--- config.mk ---
export PLATFORM = sky130hd
export DESIGN_NAME = pll_lock_monitor
export DESIGN_NICKNAME = d
export VERILOG_FILES = /design/src/rtl/pll_lock_pkg.sv /design/src/rtl/lock_qualifier.sv /design/src/rtl/monitor_select.sv /design/src/rtl/pll_lock_monitor.sv
export SDC_FILE = /design/constraint.sdc
export NUM_CORES = 1
export LEC_CHECK = 0
export ABC_AREA = 1
export CAP_MARGIN = 10
export CORE_AREA = 2 2 39 41
export CTS_CLUSTER_DIAMETER = 60
export CTS_CLUSTER_SIZE = 8
export DETAILED_ROUTE_END_ITERATION = 10
export DIE_AREA = 0 0 41 43
export PLACE_DENSITY = 0.54
export SETUP_SLACK_MARGIN = 0.5
export SLEW_MARGIN = 20
export SYNTH_ARGS = -nofsm -noshare
export SYNTH_HDL_FRONTEND = slang
export SYNTH_SLANG_ARGS = --single-unit
--- constraint.sdc ---
create_clock -name clk -period 2.92 [get_ports clk]
set_clock_uncertainty 0.2 [all_clocks]
set_input_delay 0.584 -clock clk [delete_from_list [all_inputs] [get_ports clk]]
set_output_delay 0.584 -clock clk [all_outputs]
set_load 0.02 [all_outputs]
--- src/rtl/pll_lock_pkg.sv ---
package pll_lock_pkg;

  typedef enum logic [2:0] {
    MON_LOW  = 3'b000,
    MON_LOCK = 3'b001,
    MON_FB   = 3'b010,
    MON_HIGH = 3'b011,
    MON_REF  = 3'b100,
    MON_SER  = 3'b110
  } mon_src_e;

  // True when a sample is tight enough to extend a lock run.
  function automatic logic err_is_tight(input int unsigned err, input int unsigned set_thr);
    return err < set_thr;
  endfunction

  // True when a sample is loose enough to break an existing lock.
  function automatic logic err_is_loose(input int unsigned err, input int unsigned clr_thr);
    return err > clr_thr;
  endfunction

  // Monitor source choice; unlisted codes give a low level.
  function automatic logic mon_pick(input logic [2:0] sel, input logic lock,
                                    input logic fb, input logic refd, input logic ser);
    logic r;
    case (sel)
      MON_LOCK: r = lock;
      MON_FB:   r = fb;
      MON_HIGH: r = 1'b1;
      MON_REF:  r = refd;
      MON_SER:  r = ser;
      default:  r = 1'b0;
    endcase
    return r;
  endfunction

endpackage

--- src/rtl/lock_qualifier.sv ---
module lock_qualifier
  import pll_lock_pkg::*;
#(
  parameter int ERR_W       = 8,
  parameter int SET_TICKS   = 15,
  parameter int CLR_TICKS   = 25,
  parameter int LOCK_CYCLES = 5
) (
  input  logic             clk,
  input  logic             rst_n,
  input  logic             err_valid,
  input  logic [ERR_W-1:0] err_ticks,
  output logic             lock_o
);

  localparam int CNT_W = $clog2(LOCK_CYCLES + 1);
  localparam logic [CNT_W-1:0] LAST_RUN = CNT_W'(LOCK_CYCLES - 1);

  logic             lock_q;
  logic [CNT_W-1:0] cnt_q;

  // Named internal events
  logic tight_err;
  logic loose_err;
  logic run_step;
  logic run_break;
  logic set_evt;
  logic clr_evt;

  assign tight_err = err_is_tight(32'(err_ticks), SET_TICKS);
  assign loose_err = err_is_loose(32'(err_ticks), CLR_TICKS);
  assign run_step  = err_valid && !lock_q && tight_err;
  assign run_break = err_valid && !lock_q && !tight_err;
  assign set_evt   = run_step && (cnt_q == LAST_RUN);
  assign clr_evt   = err_valid && lock_q && loose_err;

  always_ff @(posedge clk) begin
    if (!rst_n) begin
      lock_q <= 1'b0;
      cnt_q  <= '0;
    end else begin
      if (set_evt) begin
        lock_q <= 1'b1;
        cnt_q  <= '0;
      end else if (run_step) begin
        cnt_q  <= cnt_q + 1'b1;
      end else if (run_break) begin
        cnt_q  <= '0;
      end
      if (clr_evt) begin
        lock_q <= 1'b0;
        cnt_q  <= '0;
      end
    end
  end

  assign lock_o = lock_q;

  a_r2_rise_after_tight: assert property (@(posedge clk) disable iff (!rst_n)
    $rose(lock_q) |-> $past(err_valid && tight_err));

  a_r3_break_empties: assert property (@(posedge clk) disable iff (!rst_n)
    (err_valid && !lock_q && !tight_err) |=> (cnt_q == '0));

  a_r4_idle_holds: assert property (@(posedge clk) disable iff (!rst_n)
    !err_valid |=> ($stable(lock_q) && $stable(cnt_q)));

  a_r5_mid_keeps: assert property (@(posedge clk) disable iff (!rst_n)
    (lock_q && err_valid && !loose_err) |=> lock_q);

  a_r6_loose_clears: assert property (@(posedge clk) disable iff (!rst_n)
    (lock_q && err_valid && loose_err) |=> !lock_q);

  a_r2_count_bound: assert property (@(posedge clk) disable iff (!rst_n)
    cnt_q < CNT_W'(LOCK_CYCLES));

endmodule

--- src/rtl/monitor_select.sv ---
module monitor_select
  import pll_lock_pkg::*;
(
  input  logic [2:0] sel,
  input  logic       lock_i,
  input  logic       fb_i,
  input  logic       ref_i,
  input  logic       ser_i,
  output logic       mon_o
);

  assign mon_o = mon_pick(sel, lock_i, fb_i, ref_i, ser_i);

endmodule

--- src/rtl/pll_lock_monitor.sv ---
module pll_lock_monitor
  import pll_lock_pkg::*;
#(
  parameter int ERR_W       = 8,
  parameter int SET_TICKS   = 15,
  parameter int CLR_TICKS   = 25,
  parameter int LOCK_CYCLES = 5
) (
  input  logic             clk,
  input  logic             rst_n,
  input  logic             err_valid,
  input  logic [ERR_W-1:0] err_ticks,
  input  logic             ref_div_pulse,
  input  logic             fb_div_pulse,
  input  logic             ser_out,
  input  logic [2:0]       mon_sel,
  output logic             lock_o,
  output logic             mon_o
);

  logic lock_w;

  lock_qualifier #(
    .ERR_W      (ERR_W),
    .SET_TICKS  (SET_TICKS),
    .CLR_TICKS  (CLR_TICKS),
    .LOCK_CYCLES(LOCK_CYCLES)
  ) u_qual (
    .clk      (clk),
    .rst_n    (rst_n),
    .err_valid(err_valid),
    .err_ticks(err_ticks),
    .lock_o   (lock_w)
  );

  monitor_select u_mon (
    .sel   (mon_sel),
    .lock_i(lock_w),
    .fb_i  (fb_div_pulse),
    .ref_i (ref_div_pulse),
    .ser_i (ser_out),
    .mon_o (mon_o)
  );

  assign lock_o = lock_w;

  a_r7_const_low: assert property (@(posedge clk) disable iff (!rst_n)
    (mon_sel == 3'b000 || mon_sel == 3'b101 || mon_sel == 3'b111) |-> !mon_o);

  a_r7_const_high: assert property (@(posedge clk) disable iff (!rst_n)
    (mon_sel == 3'b011) |-> mon_o);

  a_r8_lock_route: assert property (@(posedge clk) disable iff (!rst_n)
    (mon_sel == 3'b001) |-> (mon_o == lock_o));

  a_r8_div_route: assert property (@(posedge clk) disable iff (!rst_n)
    ((mon_sel == 3'b010) |-> (mon_o == fb_div_pulse)) and
    ((mon_sel == 3'b100) |-> (mon_o == ref_div_pulse)) and
    ((mon_sel == 3'b110) |-> (mon_o == ser_out)));

endmodule

# Yosys cells after proc, flatten, opt, wreduce, memory -nomap -nowiden
# Cells that the tools add are included.
# classes
addsub,1
magnitude_cmp,2
n_reduce_logical,11
bitwise_logic,1
muxes,3
n_eq_ne,6
# op_table
operator,count
"equality test 3 bit, second input constant",3
"greater-than comparator 8 x 5 -> 1 bit, second input constant",1
"< comparator 8 x 4 -> 1 bit, second input constant",1
"equality test 3 x 2 -> 1 bit, second input constant",2
logical AND 1 bit,6
2-to-1 mux 3 bit,2
one-hot mux 1 bit (5 select lines),1
"adder 3 x 1 -> 3 bit, second input constant",1
"equality test 3 x 1 -> 1 bit, second input constant",1
OR reduction 3 bit,1
logical NOT 1 bit,2
nonzero test 2 bit,1
OR reduction 2 bit,1
inverter 1 bit,1
# word_totals
reg_bits,4
input_bits,17
output_inout_bits,2

# Logic depth before layout (Yosys ltp)
# Gate-level depths: netlist of the first run.
# logic_depth
depth_word,5
depth_mapped,7
mapped_depth_nobuf,7

# Modules after synthesis
# Synthesis of the first run repeated with hierarchy kept, for this count alone.
# unflattened
cells_unflattened,59
hier_area_um2,354.1
# modules_own_cells
module,area_each_um2,n_inst,cells_each
lock_qualifier,296.5,1,44
monitor_select,57.6,1,15

# Least setup slack after synthesis of the first run
# OpenSTA, ideal clock, no wires.
# synth_timing
path_type,input -> output
start,input port mon_sel[2]
end,output port mon_o
cell_stages,3
arrival_time_ns,1.183
path_slack_ns,0.953
path_cell_list,inv_1 -> o21ai_0 -> o21ai_0
# synth_via
elab_chain_len,2
# synth_rtl
item,line,rtl
"start, declared",pll_lock_monitor.sv:16,"input logic [2:0] mon_sel,"
equality test 3 bit (tied with other cells),pll_lock_pkg.sv:26,case (sel)
one-hot mux 1 bit (5 select lines) *,pll_lock_pkg.sv:26,
"end, declared",pll_lock_monitor.sv:18,output logic mon_o
# Mark *: on every way between the ends. The rest lies on a longest branch, timed or not.

# Worst setup path after layout of the first run
# Same ends and word-level chain as after synthesis.

==> results of run 1 <==
-- kinds of logic (layout without fill, tap and decap cells) --
| kind of cell | count (synthesis) | after routing | share of synthesized area [%] |
|---|---|---|---|
| AO/OA/AOI/OAI | 6 | 6 | 11.33 |
| XOR/XNOR | 1 | 1 | 2.735 |
| adder cells (fa/ha/maj) | 2 | 2 | 7.811 |
| buffers and inverters | 11 | 32 | 12.89 |
| flip-flops | 4 | 4 | 25.00 |
| AND/OR/NAND/NOR | 28 | 28 | 40.24 |
-- registers in the layout, summed over array words and instances (netlist names) --
register / cells
u_qual.lock_o: 1
u_qual.cnt_q: 3
-- worst max-delay path by stage --
stage / from / endpoint / slack (ns) / depth (start not counted)
after floorplan: mon_sel[2] / mon_o / 0.95 / 3
after global placement: mon_sel[1] / mon_o / 0.11 / 6
after detailed placement: mon_sel[1] / mon_o / 0.08 / 6
after CTS: mon_sel[1] / mon_o / 0.52 / 6
after global routing: mon_sel[2] / mon_o / 0.52 / 6
final: mon_sel[2] / mon_o / 0.58 / 6
-- tightest hold or removal path, stage by stage, from the launching register on --
cell and delay (ns):
dfxtp_1 0.33, inv_2 0.07, a21oi_1 0.06
-- metal layers --
layer  track usage, %  up-vias  share of wire (%)
met2            14.06       15                 43
met3            6.283        0                 12
met4                0        0                  0
li1                 -      205                  -
met5                0        -                  0
met1            9.646      144                 44
-- layout make-up --
| cell class | count | area, µm² |
|---|---|---|
| clock buffers | 3 | 22.52 |
| fillers | 163 | 840.8 |
| inverters | 11 | 41.29 |
| multi-input cells | 37 | 198.9 |
| flip-flops and latches | 4 | 80.08 |
| well taps | 16 | 20.02 |
| repair buffers | 18 | 180.2 |
-- power by group through the flow --
stage	Sequential (mW)	Combinational (mW)	Clock [mW]
2_1_floorplan	0.0561	0.0111	0
3_3_place_gp	0.0562	0.0378	0
3_5_place_dp	0.0562	0.0378	0
4_1_cts	0.0553	0.0371	0.0706
5_1_grt	0.0553	0.0404	0.0737
6_report	0.0553	0.0371	0.0669
-- cell usage in the layout, fill, tap and decap left out --
master,instances
nor2_4,1
ha_1,2
nor2_2,1
buf_4,1
clkdlybuf4s50_1,16
dlymetal6s2s_1,1
nor2_1,6
nand4_1,1
dfxtp_1,4
o21ai_0,3
a21oi_1,2
nor3_1,1
nand2_1,11
inv_1,10
clkbuf_4,3
nand3_1,6
nand2_2,1
o21bai_2,1
inv_2,1
xor2_1,1
-- what timing repair did --
item / 4_1_cts / 5_1_grt
setup endpoints to repair: 1 / 1
hold buffers: 0 / 0
resized for setup: 5 / 2
endpoints found under the hold margin: 0 / 0
==> out/qor.yml, run 1 <==
hold_violations: 0
finish.net_count: 94
final-setup-viol-count: 0
synth_area_um2: 320.3
hold_class: "reg -> reg"
powerDensity_nw_per_um2: 293.3
holdPathEnd: "u_qual.lock_o"
die-area_um2: 1763
drt_first_pass_iters: 3
final_cells: 89
grt_max_degree: 5
hold_start: "u_qual.lock_o"
post-cts-setup-buffer-count: 0
ir_drop_mv: 0.2854
yosysTopAreaCellShare_pct: 25.00
path_cells: "clkdlybuf4s50_1, inv_1, nor3_1, o21ai_0, o21ai_0, buf_4"
rr_worst_depth: 7
p_sw_mw: 0.03430
regToRegSetupSlack_ns: 1.64
ant_nets: 0
maxSlewHeadroom_pct: 86.09
drv_cap: 0
yosys-top-cells-area: "dfxtp_1, nand2_1, inv_1"
grt_pass1_wl_um: 1062
synth_common_cells: "nand2_1, inv_1, nand3_1, nor2_1, dfxtp_1"
start_util_pct: 23.15
yosysSeqAreaShare_pct: 25.00
slowest_delay_ns: 0.45
grt_pass1_vias: 317
synth_edf_count: 0
final.min_clock_period_ns: 2.343
clockBufferDepth: 2
drtIter0Drc: 4
worst_pin_slew_ns: 0.2080
h-tree-depth: 1
avgSynthCellArea_um2: 6.160
port_buffers: 18
p_int_mw: 0.1250
max_freq_mhz: 426.9
antenna_cells: 0
critical_path_class: "in -> out"
cts_made_buffers: 3
crit_family: "buffers and inverters"
antenna_found_initial: 0
yosysWarnings: 0
worstReg2RegEnd: "u_qual.cnt_q[1]"
grt_use_total_pct: 8.735
drive_gt1_share_pct: 12.33
overflow: 0
syn_inst: 52
cts.clk_slew.worst_paths_ns: 0.04
pwr-share-comb_pct: 23.3
floorplan.rows: 14
cts_tree: "yes"
routed_via_density: 4.090
die_height_um: 43
num_io_pins: 19
ys_types: 16
power.total_mw: 0.1593
cp_slowest_cell: "clkdlybuf4s50_1"
clkPwrFrac_pct: 42.0
worstPathArrival_ns: 1.56
finalMaxSlewViolations: 0
fin_crit_sh_pct: 80.22
crit_fanout: 2
clk_latency_ns: 0.23
cp-start-kind: "primary input"
die_w_um: 41
whs_ns: 0.2996
place_ws_ns: 0.07982
p_sw_share_pct: 21.53
core_um2: 1384
ys_dominant_reg_cell: "dfxtp_1"
cts_sinks: 4
wl_per_cell_um: 8.112
place.gp.congestion: 0.6961
drc: 0
critical_path_required_ns: 2.14
finalInstanceArea_um2: 543.0
root_buffer: "clkbuf_4"
worstPathBufferInverterCount: 3
setup_tns_ns: 0
dp_cells: 86
synthArstFlopShare_pct: 0
syn2layout_area_growth_pct: 69.53
synth_nets: 71
wirelength_um: 722
hpwl_um: 625.7
synth_most_common_cell: "nand2_1"
fin_ws_ns: 0.5775
status: "complete, no violations"
worstReg2RegStart: "u_qual.cnt_q[0]"
end_kind: "primary output"
seqPwrFrac_pct: 34.7
hold_depth: 2
cellLeakagePower_nw: 0.2535
synth_top_cell_by_area: "dfxtp_1"
vias: 364
synth.ff_latch_count: 4
utilization_pct: 39.24
rsz0062_at_grt: "no"
dpl_cell_area_um2: 520.5
crit_top_cell: "o21ai_0"
Power figures use the tool's default switching activity.
==> run 2, diff against run 1 <==
Settings changed: PLACE_DENSITY 0.54 to 0.56.
Clock period 2.92 ns to 2 ns, I/O delays scaled along.
==> out/qor.yml, run 2 (synthesis results as in run 1) <==
status: "complete, no violations"
floorplan.rows: 14
cts_sinks: 4
hold_violations: 0
hpwl_um: 714.3
syn2layout_area_growth_pct: 87.89
dp_cells: 86
ant_nets: 0
antenna_found_initial: 0
drv_cap: 0
num_io_pins: 19
maxSlewHeadroom_pct: 83.54
worstPathArrival_ns: 0.97
final_cells: 89
die_height_um: 43
hold_class: "reg -> reg"
vias: 388
grt_pass1_wl_um: 1421
largest_reg_flops: 3
drt_first_pass_iters: 4
max_freq_mhz: 638.8
final.min_clock_period_ns: 1.565
rsz0062_at_grt: "yes"
grt_max_degree: 5
antenna_cells: 0
clk_latency_ns: 0.23
place_ws_ns: -0.4845
core_um2: 1384
h-tree-depth: 1
wl_per_cell_um: 10.25
power.total_mw: 0.2372
critical_path_class: "in -> out"
setup_tns_ns: 0
clockBufferDepth: 2
cellLeakagePower_nw: 0.3361
end_kind: "primary output"
root_buffer: "clkbuf_4"
ir_drop_mv: 0.3899
cts_made_buffers: 3
cts-hold-fix-buffers: 0
crit_fanout: 4
grt_pass1_vias: 361
port_buffers: 18
die_w_um: 41
finish.net_count: 94
overflow: 0
grt_use_total_pct: 11.95
start_util_pct: 23.15
wirelength_um: 912
drtIter0Drc: 4
final_common_cell: "nand2_1"
post-cts-setup-buffer-count: 0
top_register: "u_qual.cnt_q"
final-setup-viol-count: 0
finalMaxSlewViolations: 0
routed_via_density: 4.360
worst_pin_slew_ns: 0.2462
powerDensity_nw_per_um2: 394.2
cts.clk_slew.worst_paths_ns: 0.04
die-area_um2: 1763
drc: 0
drive_gt1_share_pct: 34.25
critical_path_required_ns: 1.40
cp-start-kind: "primary input"
mostFrequentLayoutCells: "nand2_1, inv_1, dlymetal6s2s_1"
fin_ws_ns: 0.4346
fin_crit_sh_pct: 78.27
place.gp.congestion: 0.7381
cts_tree: "yes"
==> run 2: through the flow <==
stage               hold slack, ns  instance area, µm²  util (%)
floorplan                   0.3178               324.1         -
global placement            0.3020               524.3     37.88
detailed placement          0.2906               524.3     37.88
CTS                         0.2867               571.8     41.32
global route                0.3218               601.8     43.49
finish                      0.2923               601.8     43.49
==> run 2: per-layer routing <==
metal / track usage, % / part of all wire (%) / vias to the layer above
li1: - / - / 204
met1: 12.86 / 35 / 171
met2: 19.69 / 55 / 13
met3: 5.236 / 9.9 / 0
met4: 4.000 / 0 / 0
met5: 0 / 0 / -
==> run 2: layout make-up <==
class                           count  area [µm²]
Tap cell                           16       20.02
Timing Repair Buffer               18       198.9
Fill cell                         150       782.0
Clock buffer                        3       22.52
Inverter                           11       41.29
Multi-Input combinational cell     37       237.7
Sequential cell                     4       81.33
==> run 2: final timing paths <==
path	start	endpoint	slack [ns]	cells past startpoint
worst max-delay path	mon_sel[1]	mon_o	0.43	6
worst min register to register	u_qual.lock_o	u_qual.lock_o	0.29	2
worst min-delay path	u_qual.lock_o	u_qual.lock_o	0.29	2
worst max register to register	u_qual.cnt_q[0]	u_qual.cnt_q[1]	0.75	7
==> run 2: timing repair <==
action                     4_1_cts  5_1_grt
setup endpoints to repair        5        4
cloned                           0        0
resized for setup               41       10
pin swaps                        5        8
==> run 2: report_power, final <==
| part | switching [mW] | internal [mW] | total [mW] |
|---|---|---|---|
| clock | 0.0301 | 0.0669 | 0.0970 |
| sequential | 0.000247 | 0.0805 | 0.0808 |
| combinational | 0.0249 | 0.0346 | 0.0595 |
| total | 0.0552 | 0.182 | 0.237 |
==> run 2: worst max-delay path: stages <==
cell and delay [ns]:
buf_8 0.10, nor2_2 0.12, nor3_2 0.05, o21ai_1 0.08, o21ai_2 0.08, buf_6 0.13
==> run 3, diff against run 2 <==
Settings changed: PLACE_DENSITY 0.56 to 0.54.
Clock period 2 ns to 1.5 ns, I/O delays scaled along.
==> out/qor.yml, run 3 (synthesis results as in run 1) <==
ir_drop_mv: 0.3833
clkPwrFrac_pct: 44.3
end_kind: "primary output"
rsz0062_at_grt: "yes"
ant_nets: 0
mostFrequentLayoutCells: "nand2_1, dlygate4sd2_1, inv_1"
clockBufferDepth: 2
p_sw_mw: 0.08483
cts_sinks: 4
routed_via_density: 4.130
h-tree-depth: 1
num_io_pins: 19
setup_tns_ns: 0
place.gp.congestion: 0.7578
cts.clk_slew.worst_paths_ns: 0.04
cp_slowest_cell: "dfxtp_4"
clk_latency_ns: 0.24
cts_tree: "yes"
floorplan.rows: 14
cp-startpoint: "u_qual.lock_o"
worstPathBufferInverterCount: 1
antenna_cells: 0
grt_pass1_vias: 369
port_buffers: 18
power.total_mw: 0.3336
cts-hold-fix-buffers: 0
pwr-share-comb_pct: 24.0
cts_made_buffers: 3
path_cells: "o21ai_2, o21ai_2, buf_6"
vias: 380
nFillCells: 158
start_util_pct: 23.15
largest_reg_flops: 3
die_w_um: 41
worstPathArrival_ns: 0.89
die_height_um: 43
hold_class: "reg -> reg"
worst_pin_slew_ns: 0.2005
finalMaxSlewViolations: 0
fin_crit_sh_pct: 92.97
crit_top_cell: "o21ai_2"
grt_max_degree: 5
regToRegSetupSlack_ns: 0.20
rr_worst_depth: 7
wl_per_cell_um: 9.174
crit_fanout: 2
maxSlewHeadroom_pct: 86.59
drive_gt1_share_pct: 40.79
place_ws_ns: -0.8051
slowest_delay_ns: 0.34
post-cts-setup-buffer-count: 0
powerDensity_nw_per_um2: 546.4
top_register: "u_qual.cnt_q"
wirelength_um: 844
hold_violations: 0
drt_first_pass_iters: 4
critical_path_required_ns: 1.00
drv_cap: 0
antenna_found_initial: 0
max_freq_mhz: 717.1
cp-start-kind: "register"
critical_path_class: "reg -> out"
overflow: 0
status: "complete, no violations"
grt_pass1_wl_um: 1352
final.min_clock_period_ns: 1.394
seqPwrFrac_pct: 31.7
worstReg2RegStart: "u_qual.lock_o"
path_depth: 3
drc: 0
crit_family: "flip-flops"
core_um2: 1384
p_int_mw: 0.2488
grt_use_total_pct: 11.66
worstReg2RegEnd: "u_qual.cnt_q[0]"
finish.net_count: 96
syn2layout_area_growth_pct: 90.63
p_sw_share_pct: 25.43
fin_ws_ns: 0.1055
root_buffer: "clkbuf_4"
final-setup-viol-count: 0
drtIter0Drc: 5
cellLeakagePower_nw: 0.2907
die-area_um2: 1763
endpoint: "mon_o"
==> run 3: changes by cell type in the layout (fill, tap and decap cells not counted), moves of 2 or more <==
cell / previous run / this run
dlymetal6s2s_1: 8 / 0
nand3_2: 4 / 2
clkdlybuf4s15_1: 2 / 0
inv_4: 0 / 2
buf_6: 2 / 4
buf_4: 0 / 2
dlygate4sd2_1: 0 / 11
==> run 3: routing by layer <==
layer / GRT usage, % / vias up / share of wire [%]
li1: - / 212 / -
met1: 13.87 / 158 / 44
met2: 16.25 / 10 / 49
met3: 3.141 / 0 / 7.2
met4: 10.00 / 0 / 0
met5: 0 / - / 0
==> run 3: power groups by stage <==
stage	Clock, mW	Combinational, mW	Sequential, mW
6_report	0.148	0.0800	0.106
5_1_grt	0.160	0.0869	0.106
4_1_cts	0.159	0.0728	0.106
3_5_place_dp	0	0.0832	0.108
3_3_place_gp	0	0.0823	0.108
2_1_floorplan	0	0.0263	0.108
==> run 3: worst min-delay path by stage <==
stage / to / cells after the start / from / slack, ns
final: u_qual.cnt_q[0] / 4 / u_qual.cnt_q[0] / 0.34
after global routing: u_qual.cnt_q[0] / 4 / u_qual.cnt_q[0] / 0.39
after CTS: u_qual.cnt_q[0] / 4 / u_qual.cnt_q[0] / 0.34
after detailed placement: u_qual.cnt_q[0] / 4 / u_qual.cnt_q[0] / 0.34
after global placement: u_qual.cnt_q[0] / 4 / u_qual.cnt_q[0] / 0.34
after floorplan: u_qual.lock_o / 2 / rst_n / 0.21
==> run 3: area by class of cell <==
class	count	area (µm²)	area share (%)
repair buffers	20	176.4	28.89
flip-flops and latches	4	85.08	13.93
clock buffers	4	26.28	4.303
inverters	11	46.29	7.582
multi-input cells	37	256.5	42.01
well taps	16	20.02	3.279
==> run 3: timing repair <==
item,CTS,global route
endpoints found under the setup margin,6,6
cloned,0,0
resized for setup,43,6
pin swaps,11,1
==> run 3: metrics by stage <==
step | instances | area (µm²) | util, % | hold slack (ns)
floorplan | 52 | 352.8 | - | 0.2133
global placement | 88 | 568.0 | 41.05 | 0.3428
detailed placement | 88 | 568.0 | 41.05 | 0.3381
CTS | 92 | 580.6 | 41.95 | 0.3405
global route | 92 | 610.6 | 44.12 | 0.3850
finish | 92 | 610.6 | 44.12 | 0.3354
==> run 3: tightest hold or removal path, cell delays in order, from the launching register on <==
cell	delay (ns)
dfxtp_2	0.32
nand2_1	0.06
nand2_1	0.05
inv_1	0.04
nor2_1	0.03
